<file path="config.mk">
export PLATFORM = sky130hd
export DESIGN_NAME = fdc_pio_front
export DESIGN_NICKNAME = d
export VERILOG_FILES = /design/src/rtl/fdc_pio_pkg.sv /design/src/rtl/fdc_pio_ctrl.sv /design/src/rtl/fdc_pio_dp.sv /design/src/rtl/fdc_pio_front.sv
export SDC_FILE = /design/constraint.sdc
export NUM_CORES = 1
export LEC_CHECK = 0
export ABC_CLOCK_PERIOD_IN_PS = 1700
export BUFFER_PORTS_ARGS = -buffer_cell sky130_fd_sc_hd__buf_2
export CORE_UTILIZATION = 44
export CTS_CLUSTER_DIAMETER = 120
export DETAILED_ROUTE_END_ITERATION = 7
export PLACE_DENSITY = 0.75
export SLEW_MARGIN = 20
export SYNTH_ARGS = -nofsm -noshare
export SYNTH_HDL_FRONTEND = slang
export SYNTH_SLANG_ARGS = --single-unit
</file>
<file path="constraint.sdc">
create_clock -name clk -period 1.7 [get_ports clk]
set_clock_uncertainty 0.2 [all_clocks]
set_input_delay 0.17 -clock clk [delete_from_list [all_inputs] [get_ports clk]]
set_output_delay 0.17 -clock clk [all_outputs]
set_load 0.005 [all_outputs]
</file>
<file path="src/rtl/fdc_pio_pkg.sv">
package fdc_pio_pkg;
  // register offsets within the eight-address window
  localparam int OFS_STATUS = 2;
  localparam int OFS_CTRL   = 3;
  localparam int OFS_PTR_HI = 5;
  localparam int OFS_PTR_LO = 7;

  // control word bit positions
  localparam int CW_IE    = 1;
  localparam int CW_TEST  = 3;
  localparam int CW_CLEAR = 4;
  localparam int CW_FETCH = 8;

  // status word bit positions
  localparam int ST_IE     = 1;
  localparam int ST_ACTIVE = 2;
  localparam int ST_READY  = 3;
  localparam int ST_ERR    = 4;
  localparam int ST_HARD   = 6;

  typedef struct packed {
    logic cwWrite;
    logic start;
    logic test;
    logic ieSet;
    logic clearNop;
    logic illegal;
    logic ptrHiWr;
    logic ptrLoWr;
  } ctrlStrobe_t;
endpackage

</file>
<file path="src/rtl/fdc_pio_ctrl.sv">
module fdc_pio_ctrl
  import fdc_pio_pkg::*;
#(
  parameter int ADDR_W = 3,
  parameter int DATA_W = 16
) (
  input  logic [ADDR_W-1:0] busAddr,
  input  logic              busWr,
  input  logic [DATA_W-1:0] busWdata,
  output ctrlStrobe_t       strb
);
  // Decode a bus write into exactly one action strobe (plus cwWrite marker).
  always_comb begin
    strb = '0;
    if (busWr) begin
      if (busAddr == ADDR_W'(OFS_CTRL)) begin
        strb.cwWrite = 1'b1;
        // fixed priority: test > fetch/execute > interrupt enable > clear
        if (busWdata[CW_TEST])       strb.test     = 1'b1;
        else if (busWdata[CW_FETCH]) strb.start    = 1'b1;
        else if (busWdata[CW_IE])    strb.ieSet    = 1'b1;
        else if (busWdata[CW_CLEAR]) strb.clearNop = 1'b1;
        else                         strb.illegal  = 1'b1;
      end else if (busAddr == ADDR_W'(OFS_PTR_HI)) begin
        strb.ptrHiWr = 1'b1;
      end else if (busAddr == ADDR_W'(OFS_PTR_LO)) begin
        strb.ptrLoWr = 1'b1;
      end
    end
  end
endmodule

</file>
<file path="src/rtl/fdc_pio_dp.sv">
module fdc_pio_dp
  import fdc_pio_pkg::*;
#(
  parameter int ADDR_W       = 3,
  parameter int DATA_W       = 16,
  parameter int HI_KEEP      = 8,
  parameter int PTR_SHIFT    = 8,
  parameter bit DUAL_DENSITY = 1'b1,
  localparam int PTR_W       = DATA_W + 1
) (
  input  logic              clk,
  input  logic              rstN,
  input  ctrlStrobe_t       strb,
  input  logic [DATA_W-1:0] busWdata,
  input  logic [ADDR_W-1:0] rdAddr,
  input  logic              engDone,
  input  logic              engHardErr,
  output logic [DATA_W-1:0] rdata,
  output logic [PTR_W-1:0]  cbPtr,
  output logic              irqReq,
  output logic              engStart,
  output logic              engTest,
  output logic              illegalPulse
);
  logic stReady, stActive, stIe, stErr, stHard;
  logic nReady, nActive, nIe, nErr, nHard, nIrq, irqSet;
  logic [DATA_W-1:0] ptrHi, ptrLo;
  logic [DATA_W-1:0] statusWord;
  logic unusedPtrHi;

  assign unusedPtrHi = ^ptrHi[DATA_W-1:HI_KEEP];

  // status word assembly
  always_comb begin
    statusWord            = '0;
    statusWord[ST_IE]     = stIe;
    statusWord[ST_ACTIVE] = stActive;
    statusWord[ST_READY]  = stReady;
    statusWord[ST_ERR]    = stErr;
    statusWord[ST_HARD]   = stHard;
    statusWord[DATA_W-1]  = DUAL_DENSITY;
    statusWord[DATA_W-2]  = DUAL_DENSITY;
  end

  // next-state merge: done applied first, then the control action
  always_comb begin
    nReady  = stReady;
    nActive = stActive;
    nIe     = stIe;
    nErr    = stErr;
    nHard   = stHard;
    irqSet  = 1'b0;
    if (engDone) begin
      nActive = 1'b0;
      nReady  = 1'b1;
      if (engHardErr) begin
        nHard = 1'b1;
        nErr  = 1'b1;
      end
    end
    if (strb.start) begin
      nReady  = 1'b0;
      nActive = 1'b1;
      nHard   = 1'b0;
      nErr    = 1'b0;
    end
    if (strb.ieSet) begin
      if (stReady && !stIe) irqSet = 1'b1;
      nIe = 1'b1;
    end
    if (engDone && nIe) irqSet = 1'b1;
    if (irqSet)            nIrq = 1'b1;
    else if (strb.cwWrite) nIrq = 1'b0;
    else                   nIrq = irqReq;
  end

  always_ff @(posedge clk) begin
    if (!rstN) begin
      stReady      <= 1'b1;
      stActive     <= 1'b0;
      stIe         <= 1'b0;
      stErr        <= 1'b0;
      stHard       <= 1'b0;
      irqReq       <= 1'b0;
      engStart     <= 1'b0;
      engTest      <= 1'b0;
      illegalPulse <= 1'b0;
      ptrHi        <= '0;
      ptrLo        <= '0;
    end else begin
      stReady      <= nReady;
      stActive     <= nActive;
      stIe         <= nIe;
      stErr        <= nErr;
      stHard       <= nHard;
      irqReq       <= nIrq;
      engStart     <= strb.start;
      engTest      <= strb.test;
      illegalPulse <= strb.illegal;
      if (strb.ptrHiWr) ptrHi <= busWdata;
      if (strb.ptrLoWr) ptrLo <= busWdata;
    end
  end

  assign cbPtr = PTR_W'(ptrLo) + (PTR_W'(ptrHi[HI_KEEP-1:0]) << PTR_SHIFT);
  assign rdata = (rdAddr == ADDR_W'(OFS_STATUS)) ? statusWord : '0;


  p_start_busy_r4: assert property (@(posedge clk) disable iff (!rstN)
    strb.start |=> stActive && !stReady);

  p_done_ready_r7: assert property (@(posedge clk) disable iff (!rstN)
    engDone && !strb.start |=> stReady && !stActive);

  p_test_quiet_r5: assert property (@(posedge clk) disable iff (!rstN)
    strb.test && !engDone |=> $stable(statusWord) && !engStart);

  p_irq_needs_ie_r6: assert property (@(posedge clk) disable iff (!rstN)
    irqReq |-> stIe);

  p_clear_nop_r8: assert property (@(posedge clk) disable iff (!rstN)
    strb.clearNop && !engDone |=> $stable(statusWord) && !illegalPulse);

  p_pulses_excl_r9: assert property (@(posedge clk) disable iff (!rstN)
    $onehot0({engStart, engTest, illegalPulse}));

  p_irq_drop_r10: assert property (@(posedge clk) disable iff (!rstN)
    strb.cwWrite && !strb.ieSet && !engDone |=> !irqReq);
  p_irq_hold_r10: assert property (@(posedge clk) disable iff (!rstN)
    !strb.cwWrite && !engDone |=> $stable(irqReq));

  p_done_irq_r11: assert property (@(posedge clk) disable iff (!rstN)
    engDone && stIe |=> irqReq);

  p_unused_wr_r12: assert property (@(posedge clk) disable iff (!rstN)
    !strb.cwWrite && !engDone |=> $stable(statusWord));
endmodule

</file>
<file path="src/rtl/fdc_pio_front.sv">
module fdc_pio_front
  import fdc_pio_pkg::*;
#(
  parameter int ADDR_W       = 3,
  parameter int DATA_W       = 16,
  parameter int HI_KEEP      = 8,
  parameter int PTR_SHIFT    = 8,
  parameter bit DUAL_DENSITY = 1'b1,
  localparam int PTR_W       = DATA_W + 1
) (
  input  logic              clk,
  input  logic              rstN,
  input  logic [ADDR_W-1:0] busAddr,
  input  logic              busWr,
  input  logic [DATA_W-1:0] busWdata,
  output logic [DATA_W-1:0] busRdata,
  input  logic              engDone,
  input  logic              engHardErr,
  output logic              engStart,
  output logic              engTest,
  output logic [PTR_W-1:0]  cbPtr,
  output logic              irqReq,
  output logic              illegalPulse
);
  ctrlStrobe_t strb;

  fdc_pio_ctrl #(.ADDR_W(ADDR_W), .DATA_W(DATA_W)) uCtrl (
    .busAddr (busAddr),
    .busWr   (busWr),
    .busWdata(busWdata),
    .strb    (strb)
  );

  fdc_pio_dp #(
    .ADDR_W(ADDR_W), .DATA_W(DATA_W), .HI_KEEP(HI_KEEP),
    .PTR_SHIFT(PTR_SHIFT), .DUAL_DENSITY(DUAL_DENSITY)
  ) uDp (
    .clk         (clk),
    .rstN        (rstN),
    .strb        (strb),
    .busWdata    (busWdata),
    .rdAddr      (busAddr),
    .engDone     (engDone),
    .engHardErr  (engHardErr),
    .rdata       (busRdata),
    .cbPtr       (cbPtr),
    .irqReq      (irqReq),
    .engStart    (engStart),
    .engTest     (engTest),
    .illegalPulse(illegalPulse)
  );
endmodule

</file>
After elaboration in Yosys (flattened, before gate mapping)

Index checks and enable logic that the tools add are counted.

Bits in registers: 32
Latch bits: 0
Bits in writable memories: 0
ROM bits: 0
Input port bits: 24
Output and inout bits: 37
Logic and storage cells: 53
Memories kept: 0

Add/sub/neg operators: 1
Multipliers: 0
Divide/modulo/power cells: 0
$lt $le $gt $ge: 0
Equality and inequality tests: 4
Shift-type cells: 0
Muxes and demuxes: 26
Bitwise gates (word level): 3
Reductions and logical operators: 9

Operator list:

| operator                                                               | number |
|---|---|
| 1-bit two-way mux                                                      | 19 |
| 16-bit by 16-bit adder with 17-bit output                              | 1 |
| 16-bit two-way mux                                                     | 1 |
| 8-bit two-way mux                                                      | 1 |
| 3-bit by 2-bit equality test with 1-bit output (second input constant) | 2 |
| 3-bit equality test (second input constant)                            | 2 |
| 3-bit two-way mux                                                      | 2 |
| 6-bit two-way mux                                                      | 1 |
| 6-bit OR reduction                                                     | 1 |
| 2-bit two-way mux                                                      | 2 |
| 2-bit nonzero test                                                     | 2 |
| 1-bit inverter                                                         | 3 |
| 3-bit AND reduction                                                    | 1 |
| 1-bit logical AND                                                      | 2 |
| 2-bit AND reduction                                                    | 1 |
| 2-bit OR reduction                                                     | 1 |
| 1-bit logical NOT                                                      | 1 |

Logic depth before layout (Yosys ltp)

Depth in word-level cells: 10
Gate-level depth with buffers: 5
Mapped depth without buffers: 5

Cells and area by module

Synthesis repeated with hierarchy kept, for this count alone.

Cells, all modules: 179
Area total of the unflattened synthesis: 1,741.7 um^2

By module, submodules not included:

| module       | instances | cells an instance | area an instance (um^2) | seq. area each (um^2) |
|---|---|---|---|---|
| fdc_pio_dp   | 1         | 167               | 1,646.6                 | 640.6 |
| fdc_pio_ctrl | 1         | 12                | 95.1                    | 0.0 |

Worst setup path before layout

No wires, ideal clock.

Path kind: reg-to-output
Start: register uDp.ptrLo[8]
End: output cbPtr[14]
Arrival time: 1,348 ps
Required time: 1,330 ps
Path slack: -18 ps
Cell stages (with the launch flop): 6
Path buffers: 0
Path through: dfxtp_1 > ha_1 > fa_1 > a21oi_1 > o21a_1 > xnor2_1

Cells in the longest elaborated chain, start to end: 1

Ends and longest elaborated chain:

| element                                   | RTL line            | source |
|---|---|---|
| start, declared                           | fdc_pio_dp.sv:27    | `logic [DATA_W-1:0] ptrHi, ptrLo;` |
| start signal, assigned                    | fdc_pio_dp.sv:101   | `if (strb.ptrLoWr) ptrLo <= busWdata;` |
| 16-bit by 16-bit adder with 17-bit output | fdc_pio_dp.sv:105   | `assign cbPtr = PTR_W'(ptrLo) + (PTR_W'(ptrHi[HI_KEEP-1:0]) << PTR_SHIFT);` |
| end, declared                             | fdc_pio_front.sv:21 | `output logic [PTR_W-1:0] cbPtr,` |

No other way between the ends.

Worst setup path in the final report

Start: register uDp.ptrHi[0]
End: output cbPtr[10]

Cells in the longest elaborated chain, start to end: 1

Ends and longest elaborated chain:

| element                                   | RTL line          | source |
|---|---|---|
| start, declared                           | fdc_pio_dp.sv:27  |  |
| start signal, assigned                    | fdc_pio_dp.sv:100 | `if (strb.ptrHiWr) ptrHi <= busWdata;` |
| 16-bit by 16-bit adder with 17-bit output | fdc_pio_dp.sv:105 |  |

No other way between the ends.

==> impl_metrics.csv <==
group,metric,value,unit
timing,worst_slack,-417,ps
timing,finalHoldViolations,0,
detailed_routing,drt-vias-per-instance,4.83,
detailed_routing,drc,0,
yosys,ys_warn_count,0,
critical_path,crit_type,"flip-flop to output port",
power_and_ir_drop,ir_drop,0.615,mV
yosys,ys_seq_area_share,38.0,%
job,drv_cap,0,
place,post-dp-hpwl,2650,um
timing,finalCriticalPeriod,2120,ps
critical_path,worst_path_largest_cell_delay,350,ps
yosys,synth-seq-cells,32,
yosys,synth_compound_area_share,18.8,%
critical_path,critPathMaxFanout,2,
detailed_routing,ant_nets,0,
timing,fmax,472,MHz
global_routing,grt_pass1_vias,1530,
clock_network,numCtsBuffers,5,
final_layout,fin_cells,325,
critical_path,crit_top_cell,"buf_6",
critical_path,worstSetupStartpointType,"flip-flop",
yosys,synth.area.mux_share,0,%
final_layout,finalNetCount,309,
detailed_routing,vias,1571,
die,die_w,63.9,um
detailed_routing,drt_wl_total,4150,um
yosys,async_reset_ff_share,0,%
clock_network,clockBufferDepth,2,
clock_network,cts_sinks,32,
yosys,yosysUniqueCellTypes,38,
timing,setup_viol,8,
yosys,syn_inst,202,
critical_path,critPathCaptureType,"output port",
detailed_routing,met2_length,2190,um
timing,hold_ws,10.1,ps
critical_path,cp_num_buf_inv,4,
critical_path,crit_arrival,1750,ps
final_layout,area_delta_synth_final,42.2,%
clock_network,clk_latency,280,ps
detailed_routing,dr.pass1.iters,4,
yosys,synth_area_per_cell,8.34,sq um
detailed_routing,met3_length,171,um
detailed_routing,drtIter0Drc,72,
critical_path,path_delay_family,"adder cells",
timing,slew_violations,0,
yosys,synthSimpleGateAreaFrac,22.5,%
yosys,synth_top_family_by_area,"simple AND/OR/NAND/NOR gates",
final_layout,antenna_cells,0,
global_routing,grt_max_degree,33,
yosys,synth_xor_area_share,2.08,%
yosys,synthesis.area,0.00169,sq mm
timing,grt_setup_unrepaired,"yes",
detailed_routing,routedWlPerCell,12.8,um
die,die_y,63.9,um
global_routing,grt_pass1_wl,6790,um
final_layout,postLayoutCoreUtil,65.4,%
clock_network,cts_tree,"done",
power_and_ir_drop,p_leak,1.03,nW
timing,finalCritPeriodShare,125,%
global_routing,antenna_found_initial,0,
die,die-area,0.00408,sq mm
yosys,synth_fa_ha_area_share,7.13,%
die,io-pin-count,61,
die,start_util,46.0,%
power_and_ir_drop,power_density,652,mW/mm^2
critical_path,worstPathRequired,1330,ps
detailed_routing,top_layer,"met4",
die,coreArea,0.00366,sq mm
place,place_congestion,0.755,
critical_path,crit_slowest_cell,"fa_2",
status,violations,"setup timing",
place,dpl.cell_count,295,
final_layout,drive_above_1_share,37.2,%
global_routing,grtUsageTotal,21.4,%
global_routing,overflow,0,
detailed_routing,wl_met1,1760,um
clock_network,htree_levels,2,
status,outcome,"complete, but fails checks",
yosys,dominantRegCellSynth,"dfxtp_1",
die,core.rowCount,22,
critical_path,crit_chain,"ha_4 > fa_2 > buf_4 > buf_6 > buf_6 > xor2_1 > buf_2",
place,io_buffers,51,
clock_network,cts-root-buf,"clkbuf_8",
yosys,synth_edf_count,0,
clock_network,path_clk_slew,60,ps
min_path,min_path_type,"input pin to flip-flop",
## final cells by class
cell class	count	area, sq um
Timing Repair Buffer	84	559
Sequential cell	32	653
Clock buffer	8	90.1
Inverter	5	18.8
Multi-Input combinational cell	148	1010
Tap cell	48	60.1
Fill cell	308	1260
## final timing paths
check	from	end	slack, ps	depth (start not counted)
min	engHardErr	uDp.stErr	10	3
max reg2reg	uDp.stReady	uDp.irqReq	690	3
min reg2reg	uDp.ptrLo[6]	uDp.ptrLo[6]	250	2
max	uDp.ptrHi[0]	cbPtr[10]	-420	7
## report_power, final
group	leakage, nW	internal, mW	switching (mW)
Sequential	0.264	0.766	0.0121
Combinational	0.724	0.106	0.0907
Clock	0.0455	0.330	0.257
Total	1.03	1.20	0.360
## metrics by stage
| step | setup slack (ps) | power (mW) | area, sq um | setup TNS (ps) |
|---|---|---|---|---|
| 2_1_floorplan | 32.9 | 0.887 | 1720 | 0 |
| 3_3_place_gp | -118 | 0.940 | 1950 | -456 |
| 3_5_place_dp | -155 | 0.943 | 1950 | -575 |
| 4_1_cts | -418 | 1.57 | 2360 | -2200 |
| 5_1_grt | -469 | 1.64 | 2400 | -2790 |
| 6_report | -417 | 1.56 | 2400 | -2340 |
## sequential cells by signal (all words and copies together) (netlist names)
register          cells
uDp.engStart          1
uDp.engTest           1
uDp.illegalPulse      1
uDp.irqReq            1
uDp.ptrHi             8
uDp.ptrLo            16
uDp.stActive          1
uDp.stErr             1
uDp.stIe              1
uDp.stReady           1
## per-layer routing
layer / vias up / global-route usage (%)
li1: 805 / -
met3: 2 / 4.46
met4: 0 / 5.11
met5: - / 0
met1: 722 / 24.2
met2: 42 / 40.4
## cell families after synthesis
family,count (synthesis)
and+or+nand+nor,82
AOI/OAI and AO/OA,44
DFF,32
buffers and inverters,30
adders and majority gates,9
xor gates and xnor gates,4
other,1
## cell usage after synthesis, drive strengths merged, types with 3 or more instances
library cell / count / area [sq um]
a21boi: 24 / 180
a21oi: 6 / 33.8
and2: 4 / 25.0
buf: 22 / 160
clkbuf: 3 / 11.3
dfxtp: 32 / 641
ha: 8 / 100
inv: 5 / 18.8
nand2: 52 / 195
nand3: 4 / 25.0
nor2: 6 / 32.5
nor2b: 4 / 25.0
nor3: 3 / 15.0
o21ai: 4 / 20.0
## cells in the final DEF, fill, tap and decap left out, types with 3 or more instances in the layout
| master | netlist | layout |
|---|---|---|
| dfxtp_2 | 0 | 10 |
| inv_1 | 4 | 4 |
| a21boi_0 | 14 | 14 |
| buf_4 | 20 | 12 |
| dlygate4sd3_1 | 0 | 18 |
| nand2_1 | 52 | 51 |
| ha_4 | 0 | 6 |
| buf_2 | 2 | 51 |
| dfxtp_1 | 32 | 22 |
| nor2b_1 | 4 | 3 |
| o21ai_0 | 4 | 4 |
| and2_1 | 4 | 4 |
| a21boi_1 | 10 | 10 |
| buf_6 | 0 | 3 |
| nor2_1 | 4 | 4 |
| nor3_1 | 3 | 3 |
| clkbuf_8 | 0 | 6 |
| conb_1 | 1 | 9 |
## worst min-delay path, stage by stage
cell	delay, ps
buf_2	100
a21oi_1	130
nor3b_1	50
## timing repair
action	CTS	global route
buffers inserted	3	1
endpoints found under the setup margin	8	8
pin swaps	12	8
hold endpoints to repair	28	0
gates resized for setup	25	5
hold buffers	18	0
Power figures use the tool's default switching activity.
